**src/rtl/cap_pkg.sv**
```systemverilog
package cap_pkg;
  typedef enum logic [1:0] {
    EDGE_OFF  = 2'b00,
    EDGE_RISE = 2'b01,
    EDGE_FALL = 2'b10,
    EDGE_BOTH = 2'b11
  } edge_mode_e;
endpackage

```
**src/rtl/cap_sync.sv**
```systemverilog
module cap_sync #(
  parameter int STAGES = 2
) (
  input  logic clk,
  input  logic rst_n,
  input  logic d,
  output logic q
);
  logic [STAGES-1:0] sh;

  always_ff @(posedge clk or negedge rst_n) begin
    if (!rst_n) sh <= '0;
    else        sh <= {sh[STAGES-2:0], d};
  end

  assign q = sh[STAGES-1];
endmodule

```
**src/rtl/cap_edge.sv**
```systemverilog
module cap_edge
  import cap_pkg::*;
(
  input  logic       clk,
  input  logic       rst_n,
  input  logic       lvl,
  input  edge_mode_e mode,
  output logic       hit
);
  logic prev;
  logic rise, fall;

  always_ff @(posedge clk or negedge rst_n) begin
    if (!rst_n) prev <= 1'b0;
    else        prev <= lvl;
  end

  assign rise = lvl & ~prev;
  assign fall = ~lvl & prev;

  always_comb begin
    unique case (mode)
      EDGE_RISE: hit = rise;
      EDGE_FALL: hit = fall;
      EDGE_BOTH: hit = rise | fall;
      default:   hit = 1'b0;
    endcase
  end
endmodule

```
**src/rtl/cap_chan.sv**
```systemverilog
module cap_chan #(
  parameter int TW = 16
) (
  input  logic          clk,
  input  logic          rst_n,
  input  logic          hit,
  input  logic [TW-1:0] tbase,
  input  logic          clr,
  input  logic          en,
  output logic [TW-1:0] cap,
  output logic          flg,
  output logic          irq
);
  always_ff @(posedge clk or negedge rst_n) begin
    if (!rst_n) begin
      cap <= '0;
      flg <= 1'b0;
    end else begin
      if (hit) cap <= tbase;
      flg <= hit | (flg & ~clr);
    end
  end

  assign irq = flg & en;
endmodule

```
**src/rtl/cap_unit.sv**
```systemverilog
module cap_unit
  import cap_pkg::*;
#(
  parameter int CH   = 2,
  parameter int TW   = 16,
  parameter int SYNC = 2
) (
  input  logic             clk,
  input  logic             rst_n,
  input  logic [TW-1:0]    tbase,
  input  logic [CH-1:0]    pin_in,
  input  logic [2*CH-1:0]  edge_cfg,
  input  logic [CH-1:0]    irq_en,
  input  logic [CH-1:0]    flag_clr,
  output logic [CH*TW-1:0] cap_val,
  output logic [CH-1:0]    flag,
  output logic [CH-1:0]    irq
);
  for (genvar i = 0; i < CH; i++) begin : g_ch
    logic lvl, hit;

    cap_sync #(.STAGES(SYNC)) u_sync (
      .clk(clk), .rst_n(rst_n), .d(pin_in[i]), .q(lvl)
    );

    cap_edge u_edge (
      .clk(clk), .rst_n(rst_n), .lvl(lvl),
      .mode(edge_mode_e'(edge_cfg[2*i +: 2])), .hit(hit)
    );

    cap_chan #(.TW(TW)) u_chan (
      .clk(clk), .rst_n(rst_n), .hit(hit), .tbase(tbase),
      .clr(flag_clr[i]), .en(irq_en[i]),
      .cap(cap_val[i*TW +: TW]), .flg(flag[i]), .irq(irq[i])
    );
  end
endmodule

```
**config.mk**
```make
export PLATFORM = sky130hd
export DESIGN_NAME = cap_unit
export DESIGN_NICKNAME = d
export VERILOG_FILES = /design/src/rtl/cap_pkg.sv /design/src/rtl/cap_sync.sv /design/src/rtl/cap_edge.sv /design/src/rtl/cap_chan.sv /design/src/rtl/cap_unit.sv
export SDC_FILE = /design/constraint.sdc
export NUM_CORES = 1
export LEC_CHECK = 0
export ABC_CLOCK_PERIOD_IN_PS = 1650
export CORE_MARGIN = 2
export CORE_UTILIZATION = 44
export CTS_CLUSTER_SIZE = 28
export DETAILED_ROUTE_END_ITERATION = 6
export PLACE_DENSITY = 0.84
export RECOVER_POWER = 25
export SYNTH_ARGS = -nofsm -noshare
export SYNTH_HDL_FRONTEND = slang
export SYNTH_SLANG_ARGS = --single-unit
```
**constraint.sdc**
```tcl
create_clock -name clk -period 1.65 [get_ports clk]
set_input_delay 0.33 -clock clk [delete_from_list [all_inputs] [get_ports clk]]
set_output_delay 0.33 -clock clk [all_outputs]
set_load 0.05 [all_outputs]
```
==> results of run 1 <==
==> registers in the layout, indices dropped and copies added (netlist names) <==
| signal | count |
|---|---|
| g_ch.u_edge.prev | 2 |
| g_ch.u_sync.sh | 4 |
| g_ch.u_chan.cap | 32 |
| g_ch.u_chan.flg | 2 |
==> worst paths after layout <==
check / startpoint / endpoint / slack, ns
worst max-delay path: g_ch[1].u_sync.sh[1]$_DFF_PN0_ / g_ch[1].u_chan.cap[6]$_DFFE_PN0P_ / 0.05
worst min-delay path: g_ch[0].u_sync.sh[0]$_DFF_PN0_ / g_ch[0].u_sync.sh[1]$_DFF_PN0_ / 0.36
worst max register to register: g_ch[1].u_sync.sh[1]$_DFF_PN0_ / g_ch[1].u_chan.cap[6]$_DFFE_PN0P_ / 0.05
worst min register to register: g_ch[0].u_sync.sh[0]$_DFF_PN0_ / g_ch[0].u_sync.sh[1]$_DFF_PN0_ / 0.36
max in group asynchronous: rst_n / g_ch[0].u_chan.cap[15]$_DFFE_PN0P_ / 0.33
min in group asynchronous: rst_n / g_ch[0].u_chan.cap[8]$_DFFE_PN0P_ / 0.68
==> where the power goes <==
group	leakage [nW]	switching [W]	internal [W]	total, W
combinational	0.843	0.000891	0.000619	0.00151
clock	0.0400	0.000341	0.000287	0.000627
sequential	0.497	0.000132	0.00114	0.00127
total	1.38	0.00136	0.00204	0.00341
==> synth_stat cells <==
library cell / number / area [um2]
a21bo_2: 32 / 320
a21boi_2: 2 / 22.5
a21oi_1: 34 / 170
a221o_1: 32 / 320
and2_1: 2 / 12.5
and3_4: 2 / 22.5
buf_2: 10 / 50.1
buf_4: 4 / 30.0
buf_6: 6 / 67.6
clkbuf_1: 10 / 37.5
dfrtp_1: 40 / 1000
ha_1: 4 / 50.1
inv_1: 6 / 22.5
nand2b_1: 2 / 12.5
nand2b_4: 2 / 27.5
nand3_1: 32 / 160
o22ai_1: 2 / 12.5
==> worst register-to-register path: stages (launching register included) <==
cell and delay (ns):
dfrtp_1 0.38, inv_1 0.05, ha_1 0.28, nand2b_4 0.15
and3_4 0.25, a221o_1 0.38
==> per-layer routing <==
metal  up-vias  part of all wire  wire length, um  GRT usage
met5         -                 0                0          0
met4         0             0.010               61     0.0655
met3         6             0.063              382     0.0412
met2        84              0.49             3000      0.333
met1      1025              0.44             2660      0.280
li1        956                 -                -          -
==> repair_timing <==
item | 4_1_cts | 5_1_grt
pin swaps | 0 | 9
buffers inserted | 0 | 3
endpoints found under the hold margin | 15 | 0
hold buffers | 1 | 0
gates resized for setup | 2 | 1
setup endpoints to repair | 32 | 32
cloned | 0 | 1
==> final cells by class <==
cell class              instances  area, um2  area share
inverters                       6       22.5     0.00726
clock inverters                 2       12.5     0.00403
clock buffers                   5       68.8      0.0222
flip-flops and latches         40       1000       0.322
repair buffers                 80        739       0.238
multi-input cells             147       1170       0.378
well taps                      70       87.6      0.0282
==> stage by stage <==
| stage | util | std cells |
|---|---|---|
| after global routing | 0.608 | 350 |
| after floorplan | - | 222 |
| after detailed placement | 0.576 | 338 |
| after CTS | 0.597 | 346 |
| after global placement | 0.576 | 338 |
| final | 0.608 | 350 |
==> cells by family (layout without fill, tap and decap cells) <==
group / after synthesis / after routing
buffers and inverters: 36 / 93
and+or+nand+nor: 40 / 41
adders and majority gates: 4 / 4
DFF: 40 / 40
AOI/OAI and AO/OA: 102 / 102
==> metrics.md, run 1 <==
| Metric | Value |
|---|---|
| Status | completed |
| Main combinational cell family by area after synthesis | compound AO/OA/AOI/OAI gates |
| Initial antenna violation count | 0 |
| Crit Path Category | flop to flop |
| Slowest cell delay on critical path | roughly 0.38 ns |
| CP bufs+invs | 1 |
| Peak VDD IR | between 0.6 and 0.7 mV |
| Post-place setup slack | -0.339 ns |
| CTS tree | yes |
| Total power | around 0.0034 W |
| GR Overflow Total | 0 |
| Simple-Gate Fraction of Synth Area | 0.101 |
| Die height | between 70 and 80 um |
| CP Depth | 5 |
| Cell family with most CP delay | simple AND/OR/NAND/NOR gates |
| Fin crit share | 0.972 |
| DR vias | approximately 2,100 |
| Commonest cells after routing, fill and taps aside | buf_4, dfrtp_1, a21oi_1 |
| Ports | between 60 and 70 |
| Largest net degree at the start of global routing | 34 |
| Final hold vios | 0 |
| CP Capture Type | flop |
| # setup viols final | 0 |
| Layout area overhead | 32.7% |
| Total negative setup slack | 0 ns |
| Slew margin rel. | 0.394 |
| Starting Density | 0.458 |
| Netlist cell types | 17 |
| Clock sinks | 40 |
| Clock edge transition at the registers on the reported setup and hold paths | around 0.08 ns |
| Synth Area in Adders | 0.0214 |
| Design Area, Final | around 3100 um2 |
| Fin. max-slew vios | 0 |
| Placed cell areas | just under 3000 um2 |
| GPL Wtd Cong | 0.812 |
| Placement row count | 26 |
| Least-Margin Pin Slew | 0.908 ns |
| Drt first-iter violations | 215 |
| Antenna viol nets, final | 0 |
| Residual DRC count | 0 |
| Final WL | approximately 6100 um |
| First-pass GRT wire length | slightly below 10,000 um |
| Nets | approximately 310 |
| Skew-Pair Late Insertion Delay | between 0.2 and 0.3 ns |
| CP arrival | 1.78 ns |
| Synth Area per Inst | around 11 um2 |
| MaxCap Viol Count | 0 |
| Post-Syn Instances | ~220 |
| Crit path time final | roughly 1.6 ns |
| Ys Warns | 0 |
| Power Density | roughly 1100 nW/um2 |
| Max FO, Critical Path | 17 |
| Mapped Nets | around 250 |
| Layout cell share with drive strength beyond 1 | 0.357 |
| Synthesized flop and latch total | 40 |
| DR pass1 iterations | 4 |
| Reg2reg path depth | 5 |
| Ant diodes | 0 |
| CTS H-tree lvls | 2 |
| Number of global-route vias before repair | roughly 2,000 |
| Average routed wire per standard cell | around 17 um |
| Synth Area in Compound Gates | 0.361 |
| Die Area | approximately 5900 um2 |
| Die span in x | a little under 80 um |
| Hold Path Class | flop to flop |
| WP data required | about 1.8 ns |
| GRT Total Usage | 0.207 |
| Vias/cell | ~6 |
| Unrepaired setup endpoints after global routing | true |
| Leading cell type in the layout, fill and taps excluded | buf_4 |
| Setup ws final | around 0.047 ns |
| Final HPWL DP | roughly 4100 um |
| Hold path cells | 0 |
| Post-synth design cell area | around 2300 um2 |
| Clock Path Buffers | 2 |
| Port bufs | 63 |
| Filler Cells Inserted | approximately 440 |
| Highest clock rate | 624 MHz |
| Post-synthesis sequential area ratio | 0.428 |
| CTS Buf Count | 5 |
| Crit path launch type | flop |
| Root buf cell | clkbuf_8 |
| Final Hold Slack | ~0.36 ns |
| Mux share of post-synthesis cell area | 0 |
| Core Area | roughly 5100 um2 |
| Clk_skew | 0.00869 ns |
| Crit-path cells | inv_1, ha_1, nand2b_4, and3_4, a221o_1 |
| XOR/XNOR share of the synthesized area | 0 |
| CP max-delay cell | dfrtp_1 |
| Leak pwr | roughly 1.4 nW |
(Power assumes the default switching activity.)
==> run 2, diff against run 1 <==
--- a/config.mk
+++ b/config.mk
@@ -11,7 +11,7 @@
 export CTS_CLUSTER_SIZE = 28
 export DETAILED_ROUTE_END_ITERATION = 6
 export PLACE_DENSITY = 0.84
-export RECOVER_POWER = 25
+export RECOVER_POWER = 50
 export SYNTH_ARGS = -nofsm -noshare
 export SYNTH_HDL_FRONTEND = slang
 export SYNTH_SLANG_ARGS = --single-unit
==> run 2 against run 1 <==
Final area decreased by 0.93%. Die area stayed put. Final cell count unchanged. Setup slack got worse by 0.0032 ns. Critical path depth is the same. Register-to-register slack about the same. Clock-buffer cell count is the same. Clock power about the same. First-iteration DRC count decreased by 12%. Fmax down 0.20%. Worst hold slack barely moved. Critical path type unchanged.
==> metrics.md, run 2 (synthesis gave the netlist of run 1 again) <==
| Metric | Value |
|---|---|
| Ports | 64 |
| RR Startpoint | g_ch[1].u_sync.sh[1]$_DFF_PN0_ |
| Hold Path Class | flop to flop |
| Core Area | between 5000 and 6000 um2 |
| Crit path launch type | flop |
| Skew-Pair Late Insertion Delay | ~0.29 ns |
| Commonest cells after routing, fill and taps aside | dfrtp_1, buf_4, a21oi_1 |
| Crit-path cells | inv_1, ha_1, nand2b_4, and3_4, a221o_1 |
| Power Density | around 1100 nW/um2 |
| Ant diodes | 0 |
| CP arrival | roughly 1.8 ns |
| DR vias | ~2,100 |
| WP data required | between 1.5 and 2 ns |
| Reg2reg path depth | 5 |
| Max reg flops | 32 |
| Final HPWL DP | between 4000 and 5000 um |
| Peak VDD IR | approximately 0.6 mV |
| Hold path cells | 0 |
| Clock edge transition at the registers on the reported setup and hold paths | 0.08 ns |
| Slew margin rel. | 0.395 |
| Die Area | approximately 6000 um2 |
| Vias/cell | approximately 6 |
| Dpl cells | 338 |
| Status | completed |
| DR pass1 iterations | 4 |
| GPL Wtd Cong | 0.812 |
| Nets | between 300 and 400 |
| Clock Path Buffers | 2 |
| Root buf cell | clkbuf_8 |
| Least-Margin Pin Slew | around 0.91 ns |
| Final hold vios | 0 |
| Port bufs | 63 |
| Die height | 76.9 um |
| CP Capture Type | flop |
| Leading cell type in the layout, fill and taps excluded | dfrtp_1 |
| Largest net degree at the start of global routing | 34 |
| Average routed wire per standard cell | 17.3 um |
| Starting Density | 0.458 |
| GRT Total Usage | 0.207 |
| Antenna viol nets, final | 0 |
| Clock sinks | 40 |
| CTS Buf Count | 5 |
| Worst hold endpoint | g_ch[1].u_sync.sh[1]$_DFF_PN0_ |
| Residual DRC count | 0 |
| Number of global-route vias before repair | around 2,000 |
| MaxCap Viol Count | 0 |
| CTS H-tree lvls | 2 |
| Clk_skew | 0.00797 ns |
| Initial antenna violation count | 0 |
| Unrepaired setup endpoints after global routing | true |
| GR Overflow Total | 0 |
| Max FO, Critical Path | 17 |
| Layout area overhead | 31.4% |
| Final Hold Slack | 0.361 ns |
| Design Area, Final | between 3000 and 4000 um2 |
| Placed cell areas | just under 3000 um2 |
| # setup viols final | 0 |
| Worst reg2reg endpoint | g_ch[1].u_chan.cap[6]$_DFFE_PN0P_ |
| Crit path time final | 1.61 ns |
| Drt first-iter violations | about 190 |
| Crit Path Category | flop to flop |
| Fin crit share | 0.974 |
| Die span in x | a little under 80 um |
| Largest regs | g_ch.u_chan.cap (32), g_ch.u_sync.sh (4) |
| Slowest cell delay on critical path | around 0.38 ns |
| Highest clock rate | approximately 620 MHz |
| Fin. max-slew vios | 0 |
| Final WL | 6050 um |
| Hold Startpoint | g_ch[1].u_sync.sh[0]$_DFF_PN0_ |
| Worst reg-to-reg setup slack | 0.04 ns |
| CP max-delay cell | dfrtp_1 |
| Final Non-Filler Cells | 350 |
| CTS tree | yes |
| Placement row count | 26 |
| First-pass GRT wire length | just under 10,000 um |
| Layout cell share with drive strength beyond 1 | 0.339 |
| Leak pwr | around 1.4 nW |
| Most flops, register | g_ch.u_chan.cap |
## run 2: layer usage
metal  share of wire  global-route usage  vias up
met4           0.015              0.0655        0
met2            0.48               0.333       89
met5               0                   0        -
li1                -                   -      957
met1            0.44               0.280     1024
met3           0.060              0.0412        8
## run 2: worst max-delay path: cells and delay by family (launching register included)
family,cells,cell delay (ns)
buffers and inverters,1,0.05
adder cells (fa/ha/maj),1,0.28
AO/OA/AOI/OAI,1,0.37
AND/OR/NAND/NOR,2,0.40
flip-flops,1,0.38
## run 2: metrics by stage
step                      utilization  power (W)  TNS, ns  setup WS [ns]
final                           0.602    0.00337        0         0.0435
after CTS                       0.597    0.00339        0         0.0416
after global routing            0.602    0.00353  -0.0130        -0.0130
after floorplan                     -    0.00231        0        0.00647
after detailed placement        0.576    0.00277   -10.22         -0.339
after global placement          0.576    0.00273    -8.53         -0.281
## run 2: report_power, final
group | leakage, nW | total, W | switching [W] | internal [W]
registers | 0.497 | 0.00127 | 0.000129 | 0.00114
clock network | 0.0400 | 0.000625 | 0.000338 | 0.000286
logic | 0.821 | 0.00148 | 0.000891 | 0.000590
total | 1.36 | 0.00337 | 0.00136 | 0.00201
## run 2: area by class of cell
type | count | area (um2)
clock buffers | 5 | 68.8
clock inverters | 2 | 12.5
fillers | 447 | 2030
inverters | 6 | 22.5
multi-input cells | 147 | 1170
flip-flops and latches | 40 | 1000
well taps | 70 | 87.6
repair buffers | 80 | 711
## run 2: repair_timing
item | in CTS | in global routing
setup buffers | 0 | 3
gates resized for setup | 2 | 1
pin swaps | 0 | 9
hold buffers | 1 | 0
endpoints found under the setup margin | 32 | 32
gates cloned | 0 | 1
hold endpoints to repair | 15 | 0
## run 2: worst max-delay path by stage
stage,depth (start not counted),start,to
2_1_floorplan,7,g_ch[0].u_sync.sh[1]$_DFF_PN0_,g_ch[0].u_chan.cap[10]$_DFFE_PN0P_
3_3_place_gp,4,edge_cfg[0],g_ch[0].u_chan.cap[1]$_DFFE_PN0P_
3_5_place_dp,4,edge_cfg[0],g_ch[0].u_chan.cap[12]$_DFFE_PN0P_
4_1_cts,5,g_ch[0].u_sync.sh[1]$_DFF_PN0_,g_ch[0].u_chan.cap[12]$_DFFE_PN0P_
5_1_grt,5,g_ch[1].u_sync.sh[1]$_DFF_PN0_,g_ch[1].u_chan.cap[7]$_DFFE_PN0P_
6_report,5,g_ch[1].u_sync.sh[1]$_DFF_PN0_,g_ch[1].u_chan.cap[6]$_DFFE_PN0P_
